File: src/rtl/pll_seq_pkg.sv
package pll_seq_pkg;
  typedef enum logic [2:0] {
    ST_IDLE      = 3'd0,
    ST_WAIT_KICK = 3'd1,
    ST_WAIT_Q    = 3'd2,
    ST_WAIT_END  = 3'd3,
    ST_WAIT_SYNC = 3'd4,
    ST_DIGITAL   = 3'd5
  } seq_state_t;
endpackage

File: src/rtl/pll_seq_fsm.sv
module pll_seq_fsm
  import pll_seq_pkg::*;
(
  input  logic       clk,
  input  logic       rst_n,
  input  logic       access_start,
  input  logic       kick,
  input  logic       q_valid,
  input  logic       q_ok,
  input  logic       access_end,
  input  logic       sync_flag,
  input  logic       play,
  input  logic       expire,
  output seq_state_t state,
  output logic       engage
);
  seq_state_t state_q, state_d;

  always_comb begin
    state_d = state_q;
    if (access_start) begin
      state_d = ST_WAIT_KICK;
    end else begin
      case (state_q)
        ST_IDLE: state_d = ST_IDLE;
        ST_WAIT_KICK: if (kick) state_d = ST_WAIT_Q;
        ST_WAIT_Q: begin
          if (kick)         state_d = ST_WAIT_Q;
          else if (q_valid) state_d = q_ok ? ST_WAIT_END : ST_WAIT_KICK;
        end
        ST_WAIT_END: begin
          if (kick)            state_d = ST_WAIT_Q;
          else if (access_end) state_d = ST_WAIT_SYNC;
        end
        ST_WAIT_SYNC: begin
          if (kick)           state_d = ST_WAIT_Q;
          else if (sync_flag) state_d = ST_DIGITAL;
          else if (expire)    state_d = ST_WAIT_KICK;
        end
        ST_DIGITAL: begin
          if (kick)                            state_d = ST_WAIT_Q;
          else if (play && q_valid && !q_ok)   state_d = ST_WAIT_KICK;
        end
        default: state_d = ST_IDLE;
      endcase
    end
  end

  always_ff @(posedge clk or negedge rst_n) begin
    if (!rst_n) state_q <= ST_IDLE;
    else        state_q <= state_d;
  end

  assign state  = state_q;
  assign engage = (state_q == ST_WAIT_SYNC) && (state_d == ST_DIGITAL);
endmodule

File: src/rtl/pll_seq_timer.sv
module pll_seq_timer #(
  parameter int TMO_W = 16
) (
  input  logic             clk,
  input  logic             rst_n,
  input  logic             run,
  input  logic [TMO_W-1:0] limit,
  output logic             expire
);
  logic [TMO_W-1:0] cnt_q;
  logic             cnt_en;

  assign cnt_en = run || (cnt_q != '0);
  assign expire = run && (limit != '0) && (cnt_q == limit - 1'b1);

  always_ff @(posedge clk or negedge rst_n) begin
    if (!rst_n) begin
      cnt_q <= '0;
    end else if (cnt_en) begin
      if (!run || expire) cnt_q <= '0;
      else                cnt_q <= cnt_q + 1'b1;
    end
  end
endmodule

File: src/rtl/pll_seq_word.sv
module pll_seq_word #(
  parameter int DATA_W   = 16,
  parameter int FREQ_BIT = 10,
  parameter int RES_BIT  = 7,
  parameter int VCO_BIT  = 6
) (
  input  logic              clk,
  input  logic              rst_n,
  input  logic              double_speed,
  input  logic              fine_res,
  input  logic              fast_vco,
  output logic [DATA_W-1:0] word,
  output logic              err
);
  logic illegal;
  logic err_q;

  assign illegal = fast_vco && !double_speed;

  always_comb begin
    word           = '0;
    word[FREQ_BIT] = double_speed;
    word[RES_BIT]  = fine_res;
    word[VCO_BIT]  = fast_vco && double_speed;
  end

  always_ff @(posedge clk or negedge rst_n) begin
    if (!rst_n)       err_q <= 1'b0;
    else if (illegal) err_q <= 1'b1;
  end

  assign err = err_q;
endmodule

File: src/rtl/pll_switch_seq.sv
module pll_switch_seq
  import pll_seq_pkg::*;
#(
  parameter int          TMO_W     = 16,
  parameter int          ADDR_W    = 8,
  parameter int          DATA_W    = 16,
  parameter logic [7:0]  MODE_ADDR = 8'h4E
) (
  input  logic              clk,
  input  logic              rst_n,
  input  logic              access_start_i,
  input  logic              kick_i,
  input  logic              q_valid_i,
  input  logic              q_ok_i,
  input  logic              access_end_i,
  input  logic              sync_flag_i,
  input  logic              play_i,
  input  logic              cfg_double_i,
  input  logic              cfg_fine_i,
  input  logic              cfg_fast_vco_i,
  input  logic [TMO_W-1:0]  sync_timeout_i,
  output logic              sel_digital_o,
  output logic              wr_strobe_o,
  output logic [ADDR_W-1:0] wr_addr_o,
  output logic [DATA_W-1:0] wr_data_o,
  output logic              cfg_err_o,
  output logic [2:0]        state_o
);
  seq_state_t        state;
  logic              engage, expire;
  logic [DATA_W-1:0] word;
  logic              wr_q;
  logic [DATA_W-1:0] data_q;

  pll_seq_fsm fsm_i (
    .clk(clk), .rst_n(rst_n),
    .access_start(access_start_i), .kick(kick_i),
    .q_valid(q_valid_i), .q_ok(q_ok_i),
    .access_end(access_end_i), .sync_flag(sync_flag_i),
    .play(play_i), .expire(expire),
    .state(state), .engage(engage)
  );

  pll_seq_timer #(.TMO_W(TMO_W)) tmr_i (
    .clk(clk), .rst_n(rst_n),
    .run(state == ST_WAIT_SYNC),
    .limit(sync_timeout_i),
    .expire(expire)
  );

  pll_seq_word #(.DATA_W(DATA_W)) word_i (
    .clk(clk), .rst_n(rst_n),
    .double_speed(cfg_double_i), .fine_res(cfg_fine_i),
    .fast_vco(cfg_fast_vco_i),
    .word(word), .err(cfg_err_o)
  );

  always_ff @(posedge clk or negedge rst_n) begin
    if (!rst_n) wr_q <= 1'b0;
    else        wr_q <= engage;
  end

  always_ff @(posedge clk or negedge rst_n) begin
    if (!rst_n)      data_q <= '0;
    else if (engage) data_q <= word;
  end

  assign sel_digital_o = (state == ST_DIGITAL);
  assign wr_strobe_o   = wr_q;
  assign wr_addr_o     = ADDR_W'(MODE_ADDR);
  assign wr_data_o     = data_q;
  assign state_o       = state;
endmodule

File: config.mk
export PLATFORM = sky130hd
export DESIGN_NAME = pll_switch_seq
export DESIGN_NICKNAME = d
export VERILOG_FILES = /design/src/rtl/pll_seq_pkg.sv /design/src/rtl/pll_seq_fsm.sv /design/src/rtl/pll_seq_timer.sv /design/src/rtl/pll_seq_word.sv /design/src/rtl/pll_switch_seq.sv
export SDC_FILE = /design/constraint.sdc
export NUM_CORES = 1
export LEC_CHECK = 0
export ABC_AREA = 1
export ABC_CLOCK_PERIOD_IN_PS = 2100
export BUFFER_PORTS_ARGS = -buffer_cell sky130_fd_sc_hd__buf_4
export CORE_ASPECT_RATIO = 1.5
export CORE_MARGIN = 4
export CORE_UTILIZATION = 31
export DETAILED_ROUTE_END_ITERATION = 16
export GPL_TIMING_DRIVEN = 1
export PLACE_DENSITY = 0.59
export SYNTH_ARGS = -nofsm -noshare
export SYNTH_HDL_FRONTEND = slang
export SYNTH_SLANG_ARGS = --single-unit
export TNS_END_PERCENT = 50
File: constraint.sdc
create_clock -name clk -period 2.1 [get_ports clk]
set_input_delay 0.105 -clock clk [delete_from_list [all_inputs] [get_ports clk]]
set_output_delay 0.105 -clock clk [all_outputs]
set_load 0.05 [all_outputs]
# After elaboration in Yosys (flattened, before gate mapping)

Cells that the tools add are included.

Add/sub/neg operators: 2
Eq/ne operators: 7
Mux-type cells: 14
Reductions and logical operators: 14

Operators by type and width:

| operator                                            | count |
|---|---|
| 2-to-1 mux 3 bit                                    | 11 |
| nonzero test 16 bit                                 | 2 |
| adder 16 x 1 -> 16 bit (second input constant)      | 1 |
| == test 16 bit                                      | 1 |
| 2-to-1 mux 16 bit                                   | 1 |
| subtractor 16 x 1 -> 16 bit (second input constant) | 1 |
| case mux 3 bit (5 select lines)                     | 1 |
| == test 3 bit (second input constant)               | 3 |
| logical AND 1 bit                                   | 7 |
| == test 3 x 2 -> 1 bit (second input constant)      | 2 |
| == test 3 x 1 -> 1 bit (second input constant)      | 1 |
| logical NOT 1 bit                                   | 3 |
| logical OR 1 bit                                    | 2 |
| 2-to-1 mux 2 bit                                    | 1 |

Bits in registers: 24
Bits of input ports: 28
Output and inout bits: 30
Word-level logic and storage cells: 42

# Logic depth before layout (Yosys ltp)

Depth in word-level cells: 10
Depth in mapped cells: 19
Depth with buffers taken out: 19

# Hierarchy

From an unflattened synthesis, not the netlist that was laid out.

Cell total of the unflattened synthesis: 417
Area total of the unflattened synthesis: 2816.5 µm²

Modules (own cells, without submodules):

| module         | times used | cells an instance | area an instance (µm²) | seq. area each (µm²) |
|---|---|---|---|---|
| pll_seq_timer  | 1          | 264               | 1630.3                 | 400.4 |
| pll_switch_seq | 1          | 84                | 755.7                  | 425.4 |
| pll_seq_fsm    | 1          | 46                | 266.5                  | 75.1 |
| pll_seq_word   | 1          | 23                | 163.9                  | 25.0 |

# Worst setup path after synthesis

Ideal clock, no wire load.

Path type: reg2reg
Start: register fsm_i.state_q[0], in the netlist fsm_i.state[0]
End: register data_q[10], in the netlist wr_data_o[10]
Library setup time: 119 ps
Data arrival time: 2394 ps
Required time: 1981 ps
Setup slack: -413 ps
Cell stages (with the launch flop): 11
Buffers on the path: 1
Clock period less this slack: 2513 ps
Cells stage by stage: dfrtp_1 clkbuf_1 inv_1 nor2_1 nand2_1 a31oi_1 a41oi_1 nand2_2 nand3_2 nand2_1 nand2_1

Elaborated cells on any way between the ends: 21
Those cells by class: eq/ne (6); mux (12); reduce/logical (3)

RTL lines:

| element                         | RTL line             | text |
|---|---|---|
| from (decl)                     | pll_seq_fsm.sv:17    | `seq_state_t state_q, state_d;` |
| from (signal assigned)          | pll_seq_fsm.sv:51    | `else state_q <= state_d;` |
| == test 3 bit                   | n/a                  |  |
| via sel_digital_o               | pll_switch_seq.sv:22 | `output logic sel_digital_o,` |
| case mux 3 bit (5 select lines) | pll_seq_fsm.sv:24    | `case (state_q)` |
| 2-to-1 mux 3 bit                | pll_seq_fsm.sv:21    | `if (access_start) begin` |
| == test 3 bit                   | pll_seq_fsm.sv:55    | `assign engage = (state_q == ST_WAIT_SYNC) && (state_d == ST_DIGITAL);` |
| logical AND 1 bit               | pll_seq_fsm.sv:55    |  |
| to (signal assigned)            | pll_switch_seq.sv:65 | `else if (engage) data_q <= word;` |
| to (decl)                       | pll_switch_seq.sv:33 | `logic [DATA_W-1:0] data_q;` |

The timed path passes the listed nets, and every way through them passes these cells.
A chain may end at the register's enable or synchronous reset.

# Worst setup path in the final report

Start: register fsm_i.state_q[1], in the netlist fsm_i.state[1]
End: register data_q[7], in the netlist wr_data_o[7]

Longest elaborated chain between the ends: 10
Elaborated cells on any way between the ends: 21
Those cells by class: eq/ne (6); mux (12); reduce/logical (3)

Ends and longest elaborated chain:

| element                         | RTL line                                                   | text |
|---|---|---|
| == test 3 bit                   | pll_seq_fsm.sv:24, pll_seq_fsm.sv:55, pll_switch_seq.sv:46 |  |
| logical AND 1 bit (2 in series) | pll_seq_timer.sv:14                                        | `assign expire = run && (limit != '0) && (cnt_q == limit - 1'b1);` |
| 2-to-1 mux 3 bit                | pll_seq_fsm.sv:38                                          | `else if (expire) state_d = ST_WAIT_KICK;` |
| 2-to-1 mux 3 bit                | pll_seq_fsm.sv:37                                          | `else if (sync_flag) state_d = ST_DIGITAL;` |
| 2-to-1 mux 3 bit                | pll_seq_fsm.sv:36                                          | `if (kick) state_d = ST_WAIT_Q;` |
| case mux 3 bit (5 select lines) | pll_seq_fsm.sv:24                                          |  |
| 2-to-1 mux 3 bit                | pll_seq_fsm.sv:21                                          |  |
| == test 3 bit                   | pll_seq_fsm.sv:55                                          |  |
| logical AND 1 bit *             | pll_seq_fsm.sv:55                                          |  |

Every way passes the cells marked *; elsewhere a longest branch is shown, timed or not.

==> flow_metrics.env <==
export IMPL_cts_tree="done"
export IMPL_max_clock_freq_mhz=528
export IMPL_post_dp_hpwl_um=4540
export IMPL_viasPerCell=4.54
export IMPL_place_gp_congestion=0.837
export IMPL_grt_overflow=0
export IMPL_worstPathCellList="inv_2 > nand2_2 > nor2_4 > nand3_1 > nor2_1 > nand2_1 > nor2_1 > nand2_1 > nor2_2 > nand3_2 > nand2_1 > nand2_1 > inv_2 > nand3_4 > nand2_1 > nand2_1"
export IMPL_synth_area_mux_share_pct=0.466
export IMPL_dp_slack_ps=5.61
export IMPL_ys_warn_count=0
export IMPL_place_inst=439
export IMPL_num_vias=2049
export IMPL_yosys_area_share_simple_pct=39.1
export IMPL_crit_type="reg2reg"
export IMPL_firstDrtPassIters=4
export IMPL_die_w_um=75.9
export IMPL_max_slew_margin_pct=65.1
export IMPL_seq_power_share_pct=42.5
export IMPL_hold_path_class="in2reg"
export IMPL_synth_cell_area_um2=2150
export IMPL_tightest_slew_ps=519
export IMPL_report_final_setup_viol=0
export IMPL_r2r_slack_ps=210
export IMPL_yosysUniqueCellTypes=38
export IMPL_clk_latency_ps=260
export IMPL_drc=0
export IMPL_htree_levels=1
export IMPL_hold_viol=0
export IMPL_fin_crit_ps=1890
export IMPL_ioPinCount=58
export IMPL_drive_above_1_share_pct=22.4
export IMPL_cts_clk_slew_worst_paths_ps=80
export IMPL_critPathLaunchType="register"
export IMPL_pwr_share_clk_pct=26.9
export IMPL_grt_max_degree=25
export IMPL_first_iter_violations=51
export IMPL_dieArea_um2=8340
export IMPL_power_net_switching_uw=380
export IMPL_comb_power_share_pct=30.6
export IMPL_num_antenna_cells=0
export IMPL_drt_wl_total_um=5340
export IMPL_synth_compound_area_share_pct=4.08
export IMPL_slowest_delay_ps=400
export IMPL_netlist_instances=325
export IMPL_synth_top_family_by_area="simple AND/OR/NAND/NOR gates"
export IMPL_slew_viol_final=0
export IMPL_antenna_found_initial=0
export IMPL_gr_usage_all_layers_pct=13.0
export IMPL_core_area_um2=6620
export IMPL_clock_sinks=24
export IMPL_ys_seq_area_share_pct=28.0
export IMPL_finClkSkew_ps=1.84
export IMPL_maxCapViolations=0
export IMPL_leakage_uw=0.00135
export IMPL_swShare_pct=33.5
export IMPL_finalCoreUtilization_pct=39.7
export IMPL_cts_buffers=3
export IMPL_p_total_uw=1130
export IMPL_detail_route_antenna_nets=0
export IMPL_clockBufferDepth=2
export IMPL_critPathMaxFanout=4
export IMPL_start_util_pct=32.4
export IMPL_die_h_um=110
export IMPL_ir_worst_vdd_mv=0.276
export IMPL_ctsRootBufferMaster="clkbuf_8"
export IMPL_rows=36
export IMPL_synth_adder_area_share_pct=2.33
export IMPL_syn_area_per_cell_um2=6.60
export IMPL_final_cells=451
export IMPL_cp_arrival_ps=2050
export IMPL_crit_slowest_cell="dfrtp_1"
export IMPL_area_growth_pct=22.5
export IMPL_ys_ff_latch=24
export IMPL_fill_cells=726
export IMPL_cpMostUsedCell="nand2_1"
export IMPL_synth_xor_area_share_pct=8.98
export IMPL_power_density_nw_per_um2=431
export IMPL_io_buffers=36
export IMPL_finalSetupTns_ps=0
export IMPL_status="finished, final reports clean"
export IMPL_grt_pass1_vias=2072
export IMPL_required_ps=2260
export IMPL_nets=408
export IMPL_layout_setup_ws_ps=206
export IMPL_endpoint_kind="register"
export IMPL_fin_crit_sh_pct=90.2
export IMPL_wl_per_cell_um=11.8
export IMPL_grt_pass1_wl_um=8880
export IMPL_cellInternalPower_uw=754
worst max-delay path: cells and delay by family (launching register included):
kind	cells	cell delay, ps
buf+inv	2	200
flops	1	400
simple gates	14	1200
worst paths after layout:
check / startpoint / end / cells past startpoint
max: fsm_i.state[1] / wr_data_o[7] / 16
min reg2reg: word_i.err / word_i.err / 1
max reg2reg: fsm_i.state[1] / wr_data_o[7] / 16
min in group asynchronous: rst_n / tmr_i.cnt_q[0] / 2
min: cfg_double_i / word_i.err / 2
max in group asynchronous: rst_n / tmr_i.cnt_q[7] / 2
cells in the mapped netlist (all sizes together):
cell type,n,area share [%]
nand2,87,16
nor2,57,11
inv,49,8.6
dfrtp,24,28
buf,22,7.6
nand3,18,4.7
xor2,16,6.5
nand4,9,2.9
xnor2,6,2.4
nor3,5,1.4
ha,4,2.3
nor4,4,1.2
nor3b,3,1.0
o21ai,3,0.70
clkbuf,2,0.41
conb,2,0.35
nand3b,2,0.70
o21bai,2,0.70
a211oi,1,0.35
a21oi,1,0.23
a221oi,1,0.41
a31oi,1,0.29
a41oi,1,0.41
clkinv,1,0.17
mux2i,1,0.47
o211ai,1,0.35
o22ai,1,0.29
o31ai,1,0.35
power groups by stage:
stage	clock (µW)	combinational, µW	sequential, µW
2_1_floorplan	0	236	506
3_3_place_gp	0	326	491
3_5_place_dp	0	328	492
4_1_cts	327	332	483
5_1_grt	342	380	483
6_report	305	348	482
sequential cells by signal, indices dropped and copies added (netlist names):
register     cells
tmr_i.cnt_q     16
wr_data_o        3
fsm_i.state      3
word_i.err       1
wr_strobe_o      1
repair_timing:
| action | CTS | global route |
|---|---|---|
| gates resized for setup | 1 | 6 |
| hold buffers | 2 | 0 |
| endpoints found under the hold margin | 25 | 0 |
| buffers inserted | 0 | 6 |
| pin swaps | 0 | 2 |
| setup endpoints to repair | 3 | 12 |
stage by stage:
step                hold slack (ps)  area, µm²
finish                         31.0       2630
global route                   37.2       2630
CTS                            18.8       2560
detailed placement             29.5       2480
global placement               26.9       2480
floorplan                      -191       2220
cell type report:
| cell class | instances | area [µm²] | share of cell area (%) |
|---|---|---|---|
| multi-input cells | 246 | 1290 | 49.1 |
| flip-flops and latches | 24 | 601 | 22.8 |
| repair buffers | 51 | 400 | 15.2 |
| inverters | 50 | 188 | 7.14 |
| well taps | 76 | 95.1 | 3.62 |
| clock buffers | 4 | 55.1 | 2.09 |
cells in the final DEF (no fill, tap or decap):
cell type      synthesis  final
xnor2_1                6      6
nand4_1                8      8
a221oi_1               1      1
buf_12                 0      1
o22ai_1                1      1
a21oi_1                1      1
nand2_2                4      5
o21bai_1               2      2
nor2_2                 7      8
o31ai_1                1      1
inv_2                  8      9
o21ai_0                1      1
nand2_1               83     82
dlygate4sd3_1          0      2
nand3_2                2      2
dfrtp_1               24     24
o211ai_1               1      1
clkbuf_8               0      4
nand3_1               16     15
a41oi_1                1      1
o21ai_1                2      2
nor4_1                 4      4
nand3b_1               2      2
nor2_1                48     45
nand4_2                1      1
nor2_4                 2      4
nand3_4                0      1
inv_1                 41     41
buf_4                 21     48
nor3_2                 1      1
xor2_1                16     16
a211oi_1               1      1
a31oi_1                1      1
nor3b_1                3      3
mux2i_1                1      1
conb_1                 2     21
ha_1                   4      4
nor3_1                 4      4
logic make-up after synthesis:
group           after synthesis
compound gates               13
flops                        24
simple gates                185
buf+inv                      74
mux                           1
fa+ha+maj                     4
xor+xnor                     22
other cells                   2
layer usage:
layer / routed length [µm] / track usage (%)
met2: 3050 / 26.8
met3: 243 / 1.48
met4: 209 / 7.89
met5: 0 / 0
met1: 1840 / 11.8
(Power assumes the default switching activity.)
